<file path="src/rtl/gpio_irq_pkg.sv">
package gpio_irq_pkg;
  // Register selector carried in bus_addr[5:2]
  typedef enum logic [3:0] {
    SEL_STATUS   = 4'h4,
    SEL_ENABLE   = 4'h5,
    SEL_TRIG     = 4'h6,
    SEL_CLEAR    = 4'h7,
    SEL_EN_MASK  = 4'hD,
    SEL_TRIG_MSK = 4'hE
  } reg_sel_e;
endpackage

</file>
<file path="src/rtl/gpio_irq_sync.sv">
module gpio_irq_sync #(
  parameter int WIDTH  = 32,
  parameter int STAGES = 2
) (
  input  logic             clk,
  input  logic             rst,
  input  logic [WIDTH-1:0] async_in,
  output logic [WIDTH-1:0] sync_out
);
  logic [WIDTH-1:0] chain [STAGES];

  generate
    for (genvar s = 0; s < STAGES; s++) begin : g_stage
      if (s == 0) begin : g_first
        always_ff @(posedge clk) begin
          if (rst) chain[0] <= '0;
          else     chain[0] <= async_in;
        end
      end else begin : g_next
        always_ff @(posedge clk) begin
          if (rst) chain[s] <= '0;
          else     chain[s] <= chain[s-1];
        end
      end
    end
  endgenerate

  assign sync_out = chain[STAGES-1];
endmodule

</file>
<file path="src/rtl/gpio_irq_port.sv">
module gpio_irq_port #(
  parameter int PINS   = 8,
  parameter int DATA_W = 24
) (
  input  logic              clk,
  input  logic              rst,
  input  logic [PINS-1:0]   pin_now,
  input  logic              we_en,
  input  logic              we_en_msk,
  input  logic              we_trig,
  input  logic              we_trig_msk,
  input  logic              we_clr,
  input  logic [DATA_W-1:0] wdata,
  output logic [PINS-1:0]   status,
  output logic [PINS-1:0]   enable,
  output logic [3*PINS-1:0] trig,
  output logic              pend
);
  logic [PINS-1:0] pin_prev;
  logic [PINS-1:0] hit;
  logic [PINS-1:0] active;
  logic [PINS-1:0] is_edge;
  logic [PINS-1:0] st_next;
  logic [PINS-1:0] clr_bits;
  logic [PINS-1:0] wmask;
  logic [PINS-1:0] wval;

  assign wval     = wdata[PINS-1:0];
  assign wmask    = wdata[PINS +: PINS];
  assign clr_bits = we_clr ? wval : '0;

  always_ff @(posedge clk) begin
    if (rst) pin_prev <= '0;
    else     pin_prev <= pin_now;
  end

  generate
    for (genvar i = 0; i < PINS; i++) begin : g_pin
      logic pol, edg, both, rise, fall;
      assign pol  = trig[i];
      assign edg  = trig[PINS + i];
      assign both = trig[2*PINS + i];
      assign rise = pin_now[i] & ~pin_prev[i];
      assign fall = ~pin_now[i] & pin_prev[i];
      assign is_edge[i] = edg;
      assign active[i]  = pol ? pin_now[i] : ~pin_now[i];
      assign hit[i]     = both ? (rise | fall) : (pol ? rise : fall);
      assign st_next[i] = edg ? ((status[i] & ~clr_bits[i]) | hit[i]) : active[i];

      p_edge_hold_r2: assert property (@(posedge clk) disable iff (rst)
        (is_edge[i] && status[i] && !clr_bits[i]) |=> status[i]);
      p_clear_race_r7: assert property (@(posedge clk) disable iff (rst)
        (is_edge[i] && hit[i] && clr_bits[i]) |=> status[i]);
      p_clear_drop_r6: assert property (@(posedge clk) disable iff (rst)
        (is_edge[i] && clr_bits[i] && !hit[i]) |=> !status[i]);
      p_level_follow_r5: assert property (@(posedge clk) disable iff (rst)
        (!is_edge[i]) |=> (status[i] == $past(active[i])));
      p_mask_keep_r9: assert property (@(posedge clk) disable iff (rst)
        (we_en_msk && !we_en && !wmask[i]) |=> (enable[i] == $past(enable[i])));
    end
  endgenerate

  always_ff @(posedge clk) begin
    if (rst) begin
      status <= '0;
      enable <= '0;
      trig   <= '0;
      pend   <= 1'b0;
    end else begin
      status <= st_next;
      pend   <= |(status & enable);
      if (we_en)
        enable <= wval;
      else if (we_en_msk)
        enable <= (enable & ~wmask) | (wval & wmask);
      if (we_trig)
        trig <= wdata[3*PINS-1:0];
      else if (we_trig_msk)
        trig[PINS-1:0] <= (trig[PINS-1:0] & ~wmask) | (wval & wmask);
    end
  end
endmodule

</file>
<file path="src/rtl/gpio_irq_bank.sv">
module gpio_irq_bank
  import gpio_irq_pkg::*;
#(
  parameter int PORTS       = 4,
  parameter int PINS        = 8,
  parameter int SYNC_STAGES = 2,
  parameter int ADDR_W      = 6,
  parameter int DATA_W      = 24
) (
  input  logic                    clk,
  input  logic                    rst,
  input  logic [PORTS*PINS-1:0]   pin_in,
  input  logic                    bus_wr,
  input  logic                    bus_rd,
  input  logic [ADDR_W-1:0]       bus_addr,
  input  logic [DATA_W-1:0]       bus_wdata,
  output logic [DATA_W-1:0]       bus_rdata,
  output logic                    irq
);
  localparam int NPIN   = PORTS * PINS;
  localparam int PSEL_W = $clog2(PORTS);

  logic [NPIN-1:0]   pin_sync;
  logic [3:0]        sel;
  logic [PSEL_W-1:0] pidx;
  logic [PINS-1:0]   st_arr   [PORTS];
  logic [PINS-1:0]   en_arr   [PORTS];
  logic [3*PINS-1:0] trig_arr [PORTS];
  logic [PORTS-1:0]  pend_vec;
  logic [PORTS-1:0]  any_en;
  logic [PORTS-1:0]  any_trig;

  assign sel  = bus_addr[ADDR_W-1 -: 4];
  assign pidx = bus_addr[PSEL_W-1:0];

  gpio_irq_sync #(.WIDTH(NPIN), .STAGES(SYNC_STAGES)) u_sync (
    .clk(clk), .rst(rst), .async_in(pin_in), .sync_out(pin_sync)
  );

  generate
    for (genvar p = 0; p < PORTS; p++) begin : g_port
      logic hit_p;
      assign hit_p       = bus_wr && (pidx == PSEL_W'(p));
      assign any_en[p]   = |en_arr[p];
      assign any_trig[p] = |trig_arr[p];

      gpio_irq_port #(.PINS(PINS), .DATA_W(DATA_W)) u_port (
        .clk(clk), .rst(rst),
        .pin_now(pin_sync[p*PINS +: PINS]),
        .we_en(hit_p && sel == SEL_ENABLE),
        .we_en_msk(hit_p && sel == SEL_EN_MASK),
        .we_trig(hit_p && sel == SEL_TRIG),
        .we_trig_msk(hit_p && sel == SEL_TRIG_MSK),
        .we_clr(hit_p && sel == SEL_CLEAR),
        .wdata(bus_wdata),
        .status(st_arr[p]), .enable(en_arr[p]), .trig(trig_arr[p]),
        .pend(pend_vec[p])
      );
    end
  endgenerate

  always_ff @(posedge clk) begin
    if (rst) begin
      bus_rdata <= '0;
    end else if (bus_rd) begin
      case (sel)
        SEL_STATUS: bus_rdata <= DATA_W'(st_arr[pidx]);
        SEL_ENABLE: bus_rdata <= DATA_W'(en_arr[pidx]);
        SEL_TRIG:   bus_rdata <= DATA_W'(trig_arr[pidx]);
        default:    bus_rdata <= '0;
      endcase
    end
  end

  assign irq = |pend_vec;

  p_irq_needs_enable_r8: assert property (@(posedge clk) disable iff (rst)
    irq |-> $past(|any_en));
  p_reset_clean_r11: assert property (@(posedge clk)
    rst |=> (!irq && any_en == '0 && any_trig == '0));
endmodule

</file>
<file path="config.mk">
export PLATFORM = sky130hd
export DESIGN_NAME = gpio_irq_bank
export DESIGN_NICKNAME = d
export VERILOG_FILES = /design/src/rtl/gpio_irq_pkg.sv /design/src/rtl/gpio_irq_sync.sv /design/src/rtl/gpio_irq_port.sv /design/src/rtl/gpio_irq_bank.sv
export SDC_FILE = /design/constraint.sdc
export NUM_CORES = 1
export LEC_CHECK = 0
export ABC_AREA = 1
export CAP_MARGIN = 40
export CELL_PAD_IN_SITES_DETAIL_PLACEMENT = 1
export CELL_PAD_IN_SITES_GLOBAL_PLACEMENT = 2
export CORE_MARGIN = 5
export CORE_UTILIZATION = 30
export CTS_CLUSTER_DIAMETER = 150
export DETAILED_ROUTE_END_ITERATION = 10
export PLACE_DENSITY_LB_ADDON = 0.1
export REMOVE_ABC_BUFFERS = 1
export SLEW_MARGIN = 30
export SYNTH_ARGS = -nofsm -noshare
export SYNTH_HDL_FRONTEND = slang
export SYNTH_HIERARCHICAL = 1
export SYNTH_SLANG_ARGS = --single-unit
</file>
<file path="constraint.sdc">
create_clock -name clk -period 4.2 [get_ports clk]
set_input_delay 0.63 -clock clk [delete_from_list [all_inputs] [get_ports clk]]
set_output_delay 0.63 -clock clk [all_outputs]
set_load 0.005 [all_outputs]
</file>
==> results of run 1 <==
## worst max-delay path, delay by kind of cell
family                 cells  cell delay (ns)
buffers and inverters      4             1.47
AOI/OAI and AO/OA          2             0.34
and+or+nand+nor            3             0.56
## area by class of cell
class / instances / area share
clock inverters: 10 / 0.00459
well taps: 615 / 0.0455
flip-flops and latches: 284 / 0.336
multi-input cells: 1367 / 0.392
repair buffers: 126 / 0.0720
clock buffers: 55 / 0.0679
inverters: 365 / 0.0813
## power by group through the flow
stage	Combinational [mW]	Clock (mW)	Sequential, mW
6_report	0.518	3.21	2.83
5_1_grt	0.580	3.43	2.84
4_1_cts	0.525	3.33	2.83
3_5_place_dp	0.522	0	2.89
3_3_place_gp	0.509	0	2.89
2_1_floorplan	0.235	0	2.86
## worst min-delay path by stage
stage / end / slack, ns / depth (start not counted)
after global routing: u_sync/chain[1][10] / 0.41 / 2
after floorplan: u_sync/chain[1][0] / 0.39 / 2
after global placement: u_sync/chain[1][13] / 0.39 / 2
final: u_sync/chain[1][16] / 0.40 / 2
after detailed placement: u_sync/chain[1][13] / 0.40 / 2
after CTS: u_sync/chain[1][16] / 0.40 / 2
## kinds of logic (layout without fill, tap and decap cells)
family	Yosys count	in the layout	synth area share
buffers and inverters	442	556	0.138
AND/OR/NAND/NOR	903	903	0.251
AO/OA/AOI/OAI	368	368	0.137
flip-flops	284	284	0.398
adder cells (fa/ha/maj)	64	64	0.0561
XOR/XNOR	32	32	0.0196
## synth_stat cells, types with 4 or more instances
library cell	count	area (um2)
buf_2	26	130
inv_1	353	1330
buf_4	24	180
nand4_1	17	106
or2_2	8	50.1
buf_6	21	236
o21ai_0	116	581
a22oi_1	32	240
nor2_1	181	679
a21oi_2	9	78.8
dfxtp_1	284	5690
inv_2	10	37.5
ha_1	64	801
nand3_1	42	210
xnor2_1	32	280
o21ai_1	24	120
a21oi_1	187	936
nand3b_1	4	30.0
clkbuf_1	4	15.0
nand2_1	643	2410
## metal layers
layer	track usage	vias up	share of wire
met5	0	-	0
met4	0.0539	0	0.022
met3	0.0281	79	0.040
met2	0.354	239	0.47
met1	0.273	6398	0.47
li1	-	6610	-
==> summary.txt, run 1 <==
Power
  – Sw Share: 0.253
  – Sequential share of power: 0.432
  – Power Total: roughly 6.6 mW
  – Clock power frac: 0.489
  – Psw: 1.66 mW
  – Internal power: ~5 mW
  – Peak VDD IR: approximately 210 uV
  – Combinational fraction of design power: 0.079
  – Power per cell area: 388 nW/um2
  – P_leak: 7.64 nW

Critical path
  – CP Cell Sequence: clkdlybuf4s50_1 -> nand2_1 -> inv_2 -> nand2_1 -> nor2_1 -> buf_4 -> inv_2 -> o21ai_0 -> a21oi_1
  – Worst r2r path cells: 9
  – WP data required: 4.60 ns
  – Critical path startpoint category: primary input
  – Crit Path Max Fanout: 28
  – Largest stage delay, worst path: roughly 0.75 ns
  – Crit end category: flop
  – Crit path kind: primary input to flop
  – Worst path slowest cell: clkdlybuf4s50_1
  – Crit path from: bus_addr[1]
  – Worst r2r dst: g_port[0].u_port/status[4]
  – Critical path endpoint: g_port[3].u_port/trig[18]
  – Launching point of the worst reg2reg path: u_sync/chain[1][4]
  – Flop2flop setup slack: approximately 2.9 ns
  – Data arrival, critical path: between 3 and 4 ns

GRT
  – Largest net degree at the start of global routing: 75
  – First-pass GRT wire length: around 83 mm
  – Initial antenna violation count: 0
  – Tot GR Track Use: 0.206
  – Number of global-route vias before repair: approximately 14000
  – Congestion Overflow GR: 0

Clock network
  – Hold-fix buffers, CTS: 0
  – Post-cts sizing count: 0
  – H-Tree Depth: 2
  – CTS tree: built
  – Clock Latency Late Sink: between 0.5 and 0.6 ns
  – Clock sink total: ~280
  – CTS max path bufs: 3
  – Num CTS Buffers: 38
  – CTS Root Cell: clkbuf_16
  – Clock-pin transition on the worst setup and hold timing paths: approximately 0.050 ns
  – # Post-CTS Setup Buffers: 0

Synth
  – EDFF count, synth: 0
  – Main flop type after synthesis: dfxtp_1
  – Seq cells post-synth: 284
  – Unique masters post-synth: 28
  – Avg Cell Area, Syn: ~7 um2
  – Ys Warns: 6
  – Ys async rst share: 0
  – Synth Instances: 2093
  – Sequential area share after synthesis: 0.398
  – Mapped cell area: roughly 14000 um2

STA
  – Pins Over Slew Limit: 0
  – Period utilisation layout: 0.625
  – Finish-stage setup viols: 0
  – FMAX: around 380 MHz
  – Hold violation total from the final report: 0
  – Relative slew margins: 0.437
  – Slew @ Worst Pin: between 0.8 and 0.9 ns
  – TNS Setup: 0 ns
  – Min Hold Slack: 0.396 ns
  – PnR worst setup slack: roughly 1.6 ns
  – Crit path time final: around 2.6 ns
  – RSZ-0062 raised after global routing: false
  – Skew final: around 0.011 ns

Die
  – Die height: 228 um
  – DIE WIDTH: ~230 um
  – I/O Pins: 91
  – Cell Rows: 80
  – Die Area: roughly 52000 um2
  – Core Footprint: roughly 47000 um2
  – Starting Density: 0.301

Cells and area
  – Core Util, Final: 0.356
  – Share of cells above drive strength 1: 0.0598
  – Fin area: about 17000 um2
  – Fin cells: between 2000 and 3000
  – Commonest cells after routing, fill and taps aside: nand2_1, inv_1, dfxtp_1, a21oi_1, nor2_1
  – Area added between synthesis and finish: 18.4%
  – Count of nets after finishing: 2312
  – Most common cell after layout, fill and taps aside: nand2_1
  – Reg area: between 5000 and 6000 um2
  – Fill cell count: roughly 6000
  – Multi-input gate area: 6630 um2
  – N_diodes: 0

Detailed routing
  – Final ANT Viol Nets: 0
  – Drt first pass iters: 5
  – Via count: 13300
  – DR WL/cell: roughly 19 um
  – DRC viols: 0
  – Number of vias per cell: 4.72
  – DRT iter0 DRCs: 612
  – WL final: 54.7 mm

Worst hold path
  – HP Start: u_sync/chain[0][16]
  – Type of the most critical hold path: flop to flop

Outcome
  – Status: finished clean

Placement
  – GPL Wtd Cong: a little over 0.8
  – HPWL after detailed placement: 37.0 mm
  – Cell area after placement: around 16000 um2
  – PortBufs: 90
  – DP Worst Slack: around 1.1 ns
  – Placed Cells incl. Taps: 2756

Run
  – Max-Cap Viols: 0
(Power assumes the default switching activity.)
==> run 2, diff against run 1 <==
Clock period 4.2 ns to 2.4 ns, I/O delays scaled along.
==> run 2 against run 1 <==
Against the previous run: clock skew increased by 0.010 ns; cell area increased by 3.6%; final cell count increased by 1.9%; critical path depth decreased by 7; hold slack got worse by 0.28 ns; largest cell class unchanged.
==> summary.txt, run 2 (synthesis results as in run 1) <==
Outcome
  – Status: finished clean

Cells and area
  – Core Util, Final: 0.369 (+0.0129)
  – Share of cells above drive strength 1: 0.0836 (+0.0238)
  – Fill cell count: 5999 (-0.45%)
  – Fin area: 17500 um2 (+3.6%)
  – Fin cells: 2876 (+1.9%)
  – Area added between synthesis and finish: 22.7%
  – Most common cell after layout, fill and taps aside: nand2_1
  – Count of nets after finishing: 2363 (+2.2%)
  – N_diodes: 0 (unchanged)
  – Commonest cells after routing, fill and taps aside: nand2_1, inv_1, dfxtp_1, a21oi_1, nor2_1

STA
  – TNS Setup: 0 ns (unchanged)
  – Finish-stage setup viols: 0 (unchanged)
  – Hold violation total from the final report: 0 (unchanged)
  – Min Hold Slack: 0.117 ns (-0.279 ns)
  – PnR worst setup slack: 0.0926 ns (-1.48 ns)
  – Slew @ Worst Pin: 0.728 ns (-0.116 ns)
  – Skew final: 0.0211 ns (+0.0104 ns)
  – Period utilisation layout: 0.961
  – Crit path time final: 2.31 ns
  – RSZ-0062 raised after global routing: false
  – Relative slew margins: 0.513 (+0.0763)
  – FMAX: between 400 and 500 MHz
  – Pins Over Slew Limit: 0 (unchanged)

Detailed routing
  – DRT iter0 DRCs: 602 (-1.6%)
  – Via count: 13500 (+1.0%)
  – WL met1: 25.6 mm (+0.57%)
  – WL final: 54.1 mm (-1.1%)
  – Final ANT Viol Nets: 0 (unchanged)
  – Drt first pass iters: 5 (unchanged)
  – DR WL/cell: 18.8 um (-3.0%)
  – DRC viols: 0 (unchanged)
  – Met2 wire length: 25.6 mm (-0.70%)
  – Top Layer Used: met4
  – Number of vias per cell: 4.68 (-0.88%)
  – Met3 wire length: 1.83 mm (-16%)

Power
  – Peak VDD IR: 453 uV (+120%)
  – Power per cell area: 683 nW/um2 (+76%)
  – Power Total: 12.0 mW (+82%)
  – P_leak: 8.00 nW (+4.7%)

GRT
  – Congestion Overflow GR: 0 (unchanged)
  – Initial antenna violation count: 0 (unchanged)
  – Tot GR Track Use: 0.204 (-0.00240)
  – First-pass GRT wire length: 83.3 mm (+0.40%)
  – Number of global-route vias before repair: 14000 (+2.6%)
  – Largest net degree at the start of global routing: 71 (-5.3%)

Clock network
  – Hold-fix buffers, CTS: 0 (unchanged)
  – Post-cts sizing count: 0 (unchanged)
  – Clock-pin transition on the worst setup and hold timing paths: 0.06 ns (about the same)
  – Clock Latency Late Sink: 0.56 ns (about the same)
  – Clock sink total: 284 (unchanged)
  – H-Tree Depth: 2 (unchanged)
  – CTS tree: built
  – Num CTS Buffers: 37 (-2.6%)
  – # Post-CTS Setup Buffers: 0 (unchanged)
  – CTS Root Cell: clkbuf_16
  – CTS max path bufs: 3 (unchanged)

Critical path
  – WP data required: 2.04 ns (-2.56 ns)
  – CP Cell Sequence: or4_1 -> clkdlybuf4s50_1
  – Flop2flop setup slack: 1.07 ns (-1.82 ns)
  – Crit Path Max Fanout: 1 (-96%)
  – Data arrival, critical path: 1.95 ns (-1.07 ns)
  – Largest stage delay, worst path: 0.60 ns (-0.15 ns)
  – Critical path startpoint category: flop
  – Worst r2r path cells: 6 (-3)
  – Crit path kind: flop to primary output
  – Crit end category: primary output
  – Worst path slowest cell: or4_1
  – Launching point of the worst reg2reg path: u_sync/chain[1][17]
  – Worst r2r dst: g_port[2].u_port/status[1]

Worst hold path
  – HP Start: rst
  – Type of the most critical hold path: primary input to flop
  – Worst hold path cell count: 2 (unchanged)
  – Endpoint of the worst hold path: u_sync/chain[0][27]

Die
  – I/O Pins: 91 (unchanged)
  – Core Footprint: 47400 um2 (unchanged)
  – Die height: 228 um (unchanged)
  – Cell Rows: 80 (unchanged)
  – DIE WIDTH: 228 um (unchanged)
  – Die Area: 52100 um2 (unchanged)
  – Starting Density: 0.301 (unchanged)

Placement
  – Cell area after placement: 16200 um2 (+3.4%)
  – DP Worst Slack: 0.0426 ns (-1.04 ns)
  – HPWL after detailed placement: 38.8 mm (+4.8%)
  – Placed Cells incl. Taps: 2809 (+1.9%)
  – PortBufs: 90 (unchanged)
  – GPL Wtd Cong: 0.852 (+3.3%)

Run
  – Max-Cap Viols: 0 (unchanged)
## run 2: cell types whose count changed in the layout (fill, tap and decap cells not counted)
cell / before / now
clkbuf_8: 7 / 10
clkbuf_16: 41 / 39
clkbuf_1: 7 / 4
buf_12: 4 / 14
inv_6: 0 / 1
nor3_4: 1 / 0
nor3_2: 0 / 1
bufinv_16: 1 / 5
buf_4: 32 / 74
clkinvlp_4: 1 / 0
## run 2: layout make-up
type	count	area [um2]	area share
Timing Repair Buffer	178	1730	0.0989
Sequential cell	284	5690	0.325
Clock buffer	53	1130	0.0644
Inverter	365	1380	0.0785
Multi-Input combinational cell	1367	6630	0.378
Tap cell	615	769	0.0439
Clock inverter	14	199	0.0114
## run 2: worst max-delay path by stage
stage                          startpoint                          to  slack [ns]  cells past startpoint
finish              g_port[1].u_port/pend                         irq        0.09                      2
global placement              bus_addr[1]   g_port[0].u_port/trig[16]        0.07                      9
floorplan                     bus_addr[0]   g_port[1].u_port/trig[11]        0.44                      7
CTS                 g_port[1].u_port/pend                         irq        0.05                      2
detailed placement            bus_addr[4]  g_port[0].u_port/status[5]        0.04                     13
global route        g_port[1].u_port/pend                         irq        0.02                      2
## run 2: critical path, delay by kind of cell, from the launching register on
kind          cells  cell delay [ns]
buf+inv           1             0.49
flops             1             0.29
simple gates      1             0.60
## run 2: report_power, final
part | leakage (nW) | switching, mW | internal [mW]
Sequential | 2.32 | 0.113 | 4.85
Combinational | 5.01 | 0.592 | 0.353
Clock | 0.664 | 2.26 | 3.80
## run 2: layer usage
metal / up-vias / track usage
met1: 6488 / 0.274
li1: 6717 / -
met5: - / 0
met3: 66 / 0.0279
met4: 0 / 0.0471
met2: 190 / 0.349
==> run 3, diff against run 2 <==
Settings changed: CTS_BUF_LIST from default to sky130_fd_sc_hd__clkbuf_4.
==> run 3 against run 2 <==
Against the previous run: register-to-register slack about the same; die area unchanged; combinational power up 4.3%; non-clock buffer count up 30; count of clock-buffer cells in the layout up 69; clock skew up 0.015 ns; power down 13%; via count up 2.9%; cell area down 0.30%; utilization down 0.11 points; wire length up 1.1%; maximum frequency up 1.4%; critical endpoint unchanged; largest cell class unchanged; largest power group is now sequential cells.
==> summary.txt, run 3 (synthesis results as in run 1) <==
Power
  – Power per cell area: 595 nW/um2 (-13%)
  – Power Total: 10.4 mW (-13%)
  – Peak VDD IR: 324 uV (-28%)
  – P_leak: 8.05 nW (+0.63%)

Detailed routing
  – Number of vias per cell: 4.65 (-0.56%)
  – Drt first pass iters: 4 (-1)
  – Via count: 13900 (+2.9%)
  – DRC viols: 0 (unchanged)
  – DRT iter0 DRCs: 629 (+4.5%)
  – WL final: 54.7 mm (+1.1%)
  – DR WL/cell: 18.4 um (-2.4%)
  – Final ANT Viol Nets: 0 (unchanged)

Clock network
  – CTS Root Cell: clkbuf_4
  – CTS max path bufs: 3 (unchanged)
  – # Post-CTS Setup Buffers: 0 (unchanged)
  – Clock sink total: 284 (unchanged)
  – H-Tree Depth: 3 (+1)
  – CTS tree: built
  – Clock-pin transition on the worst setup and hold timing paths: 0.06 ns (about the same)
  – Clock Latency Late Sink: 0.83 ns (+0.27 ns)
  – Num CTS Buffers: 87 (+140%)

STA
  – TNS Setup: 0 ns (unchanged)
  – Relative slew margins: 0.533 (+0.0196)
  – Finish-stage setup viols: 0 (unchanged)
  – Slew @ Worst Pin: 0.698 ns (-0.0294 ns)
  – Skew final: 0.0364 ns (+0.0153 ns)
  – FMAX: 439 MHz (+1.4%)
  – Period utilisation layout: 0.949 (-0.0129)
  – Hold violation total from the final report: 0 (unchanged)
  – Crit path time final: 2.28 ns (-0.0309 ns)
  – Pins Over Slew Limit: 0 (unchanged)
  – RSZ-0062 raised after global routing: false

GRT
  – Largest net degree at the start of global routing: 71 (unchanged)
  – First-pass GRT wire length: 83.7 mm (+0.53%)
  – Initial antenna violation count: 2 (+2)
  – Tot GR Track Use: 0.207 (+0.00304)
  – Congestion Overflow GR: 0 (unchanged)
  – Number of global-route vias before repair: 14500 (+3.4%)

Cells and area
  – Area added between synthesis and finish: 22.3%
  – Share of cells above drive strength 1: 0.107 (+0.0237)
  – Count of nets after finishing: 2443 (+3.4%)
  – Commonest cells after routing, fill and taps aside: nand2_1, inv_1, dfxtp_1, a21oi_1, nor2_1
  – Fin area: 17500 um2 (-0.30%)
  – Most common cell after layout, fill and taps aside: nand2_1

Critical path
  – WP data required: 2.04 ns (about the same)
  – Crit Path Max Fanout: 1 (unchanged)
  – Crit end category: primary output
  – Critical path startpoint category: flop
  – Crit path kind: flop to primary output
  – Data arrival, critical path: 1.92 ns (-0.03 ns)

Placement
  – PortBufs: 90 (unchanged)
  – HPWL after detailed placement: 38.8 mm (unchanged)
  – Cell area after placement: 16200 um2 (unchanged)
  – GPL Wtd Cong: 0.852 (unchanged)

Die
  – DIE WIDTH: 228 um (unchanged)
  – Die Area: 52100 um2 (unchanged)
  – Cell Rows: 80 (unchanged)
  – Starting Density: 0.301 (unchanged)
  – Core Footprint: 47400 um2 (unchanged)
  – Die height: 228 um (unchanged)
  – I/O Pins: 91 (unchanged)

Run
  – Max-Cap Viols: 0 (unchanged)

Worst hold path
  – Type of the most critical hold path: primary input to flop

Outcome
  – Status: finished clean
run 3: changes by cell type in the layout (fill, tap and decap cells not counted), moves of 3 or more:
cell           change
bufinv_16          -5
clkbuf_1           -4
clkinv_1           +7
inv_2              +3
dlygate4sd3_1     +30
clkbuf_4         +122
diode_2            +5
clkbuf_16         -39
clkbuf_8          -10
clkinv_2           -7
run 3: path summary, 6_finish.rpt:
kind,from,end,slack (ns),cells past startpoint
max,g_port[1].u_port/pend,irq,0.12,2
min,pin_in[0],u_sync/chain[0][0],0.09,3
max reg2reg,u_sync/chain[1][17],g_port[2].u_port/status[1],1.06,6
min reg2reg,u_sync/chain[0][15],u_sync/chain[1][15],0.40,2
run 3: metrics by stage:
| step | worst slack [ns] | cells | hold slack, ns | util |
|---|---|---|---|---|
| 3_5_place_dp | 0.0426 | 2809 | 0.396 | 0.341 |
| 4_1_cts | 0.0231 | 2972 | 0.00752 | 0.368 |
| 5_1_grt | 0.00726 | 2977 | 0.0140 | 0.368 |
| 3_3_place_gp | 0.0704 | 2809 | 0.390 | 0.341 |
| 6_report | 0.123 | 2977 | 0.0914 | 0.368 |
| 2_1_floorplan | 0.436 | 2016 | 0.388 | - |
run 3: report_power, final:
group / leakage (nW) / switching, mW / internal [mW]
Sequential: 2.32 / 0.113 / 4.85
Combinational: 5.14 / 0.601 / 0.385
Clock: 0.589 / 2.17 / 2.28
run 3: worst max-delay path, cell delays in order, from the launching register on:
cell,delay (ns)
dfxtp_1,0.30
or4_4,0.56
clkdlybuf4s15_1,0.23
run 3: routing by layer:
layer | track usage | vias up | wire [um]
met2 | 0.344 | 236 | 25400
met4 | 0.0717 | 0 | 1730
met1 | 0.269 | 6586 | 25700
met5 | 0 | - | 0
li1 | - | 6913 | -
met3 | 0.0392 | 121 | 1890
run 3: area by class of cell:
cell class	count	area (um2)
Fill cell	6086	30000
Multi-Input combinational cell	1367	6630
Sequential cell	284	5690
Timing Repair Buffer	208	2030
Inverter	365	1380
Clock buffer	122	916
Tap cell	615	769
Clock inverter	11	42.5
Antenna cell	5	12.5
run 3: repair_timing:
| item | in CTS | in global routing |
|---|---|---|
| setup endpoints to repair | 1 | 0 |
| resized for setup | 3 | 0 |
| hold buffers | 30 | 0 |
| hold endpoints to repair | 48 | 0 |
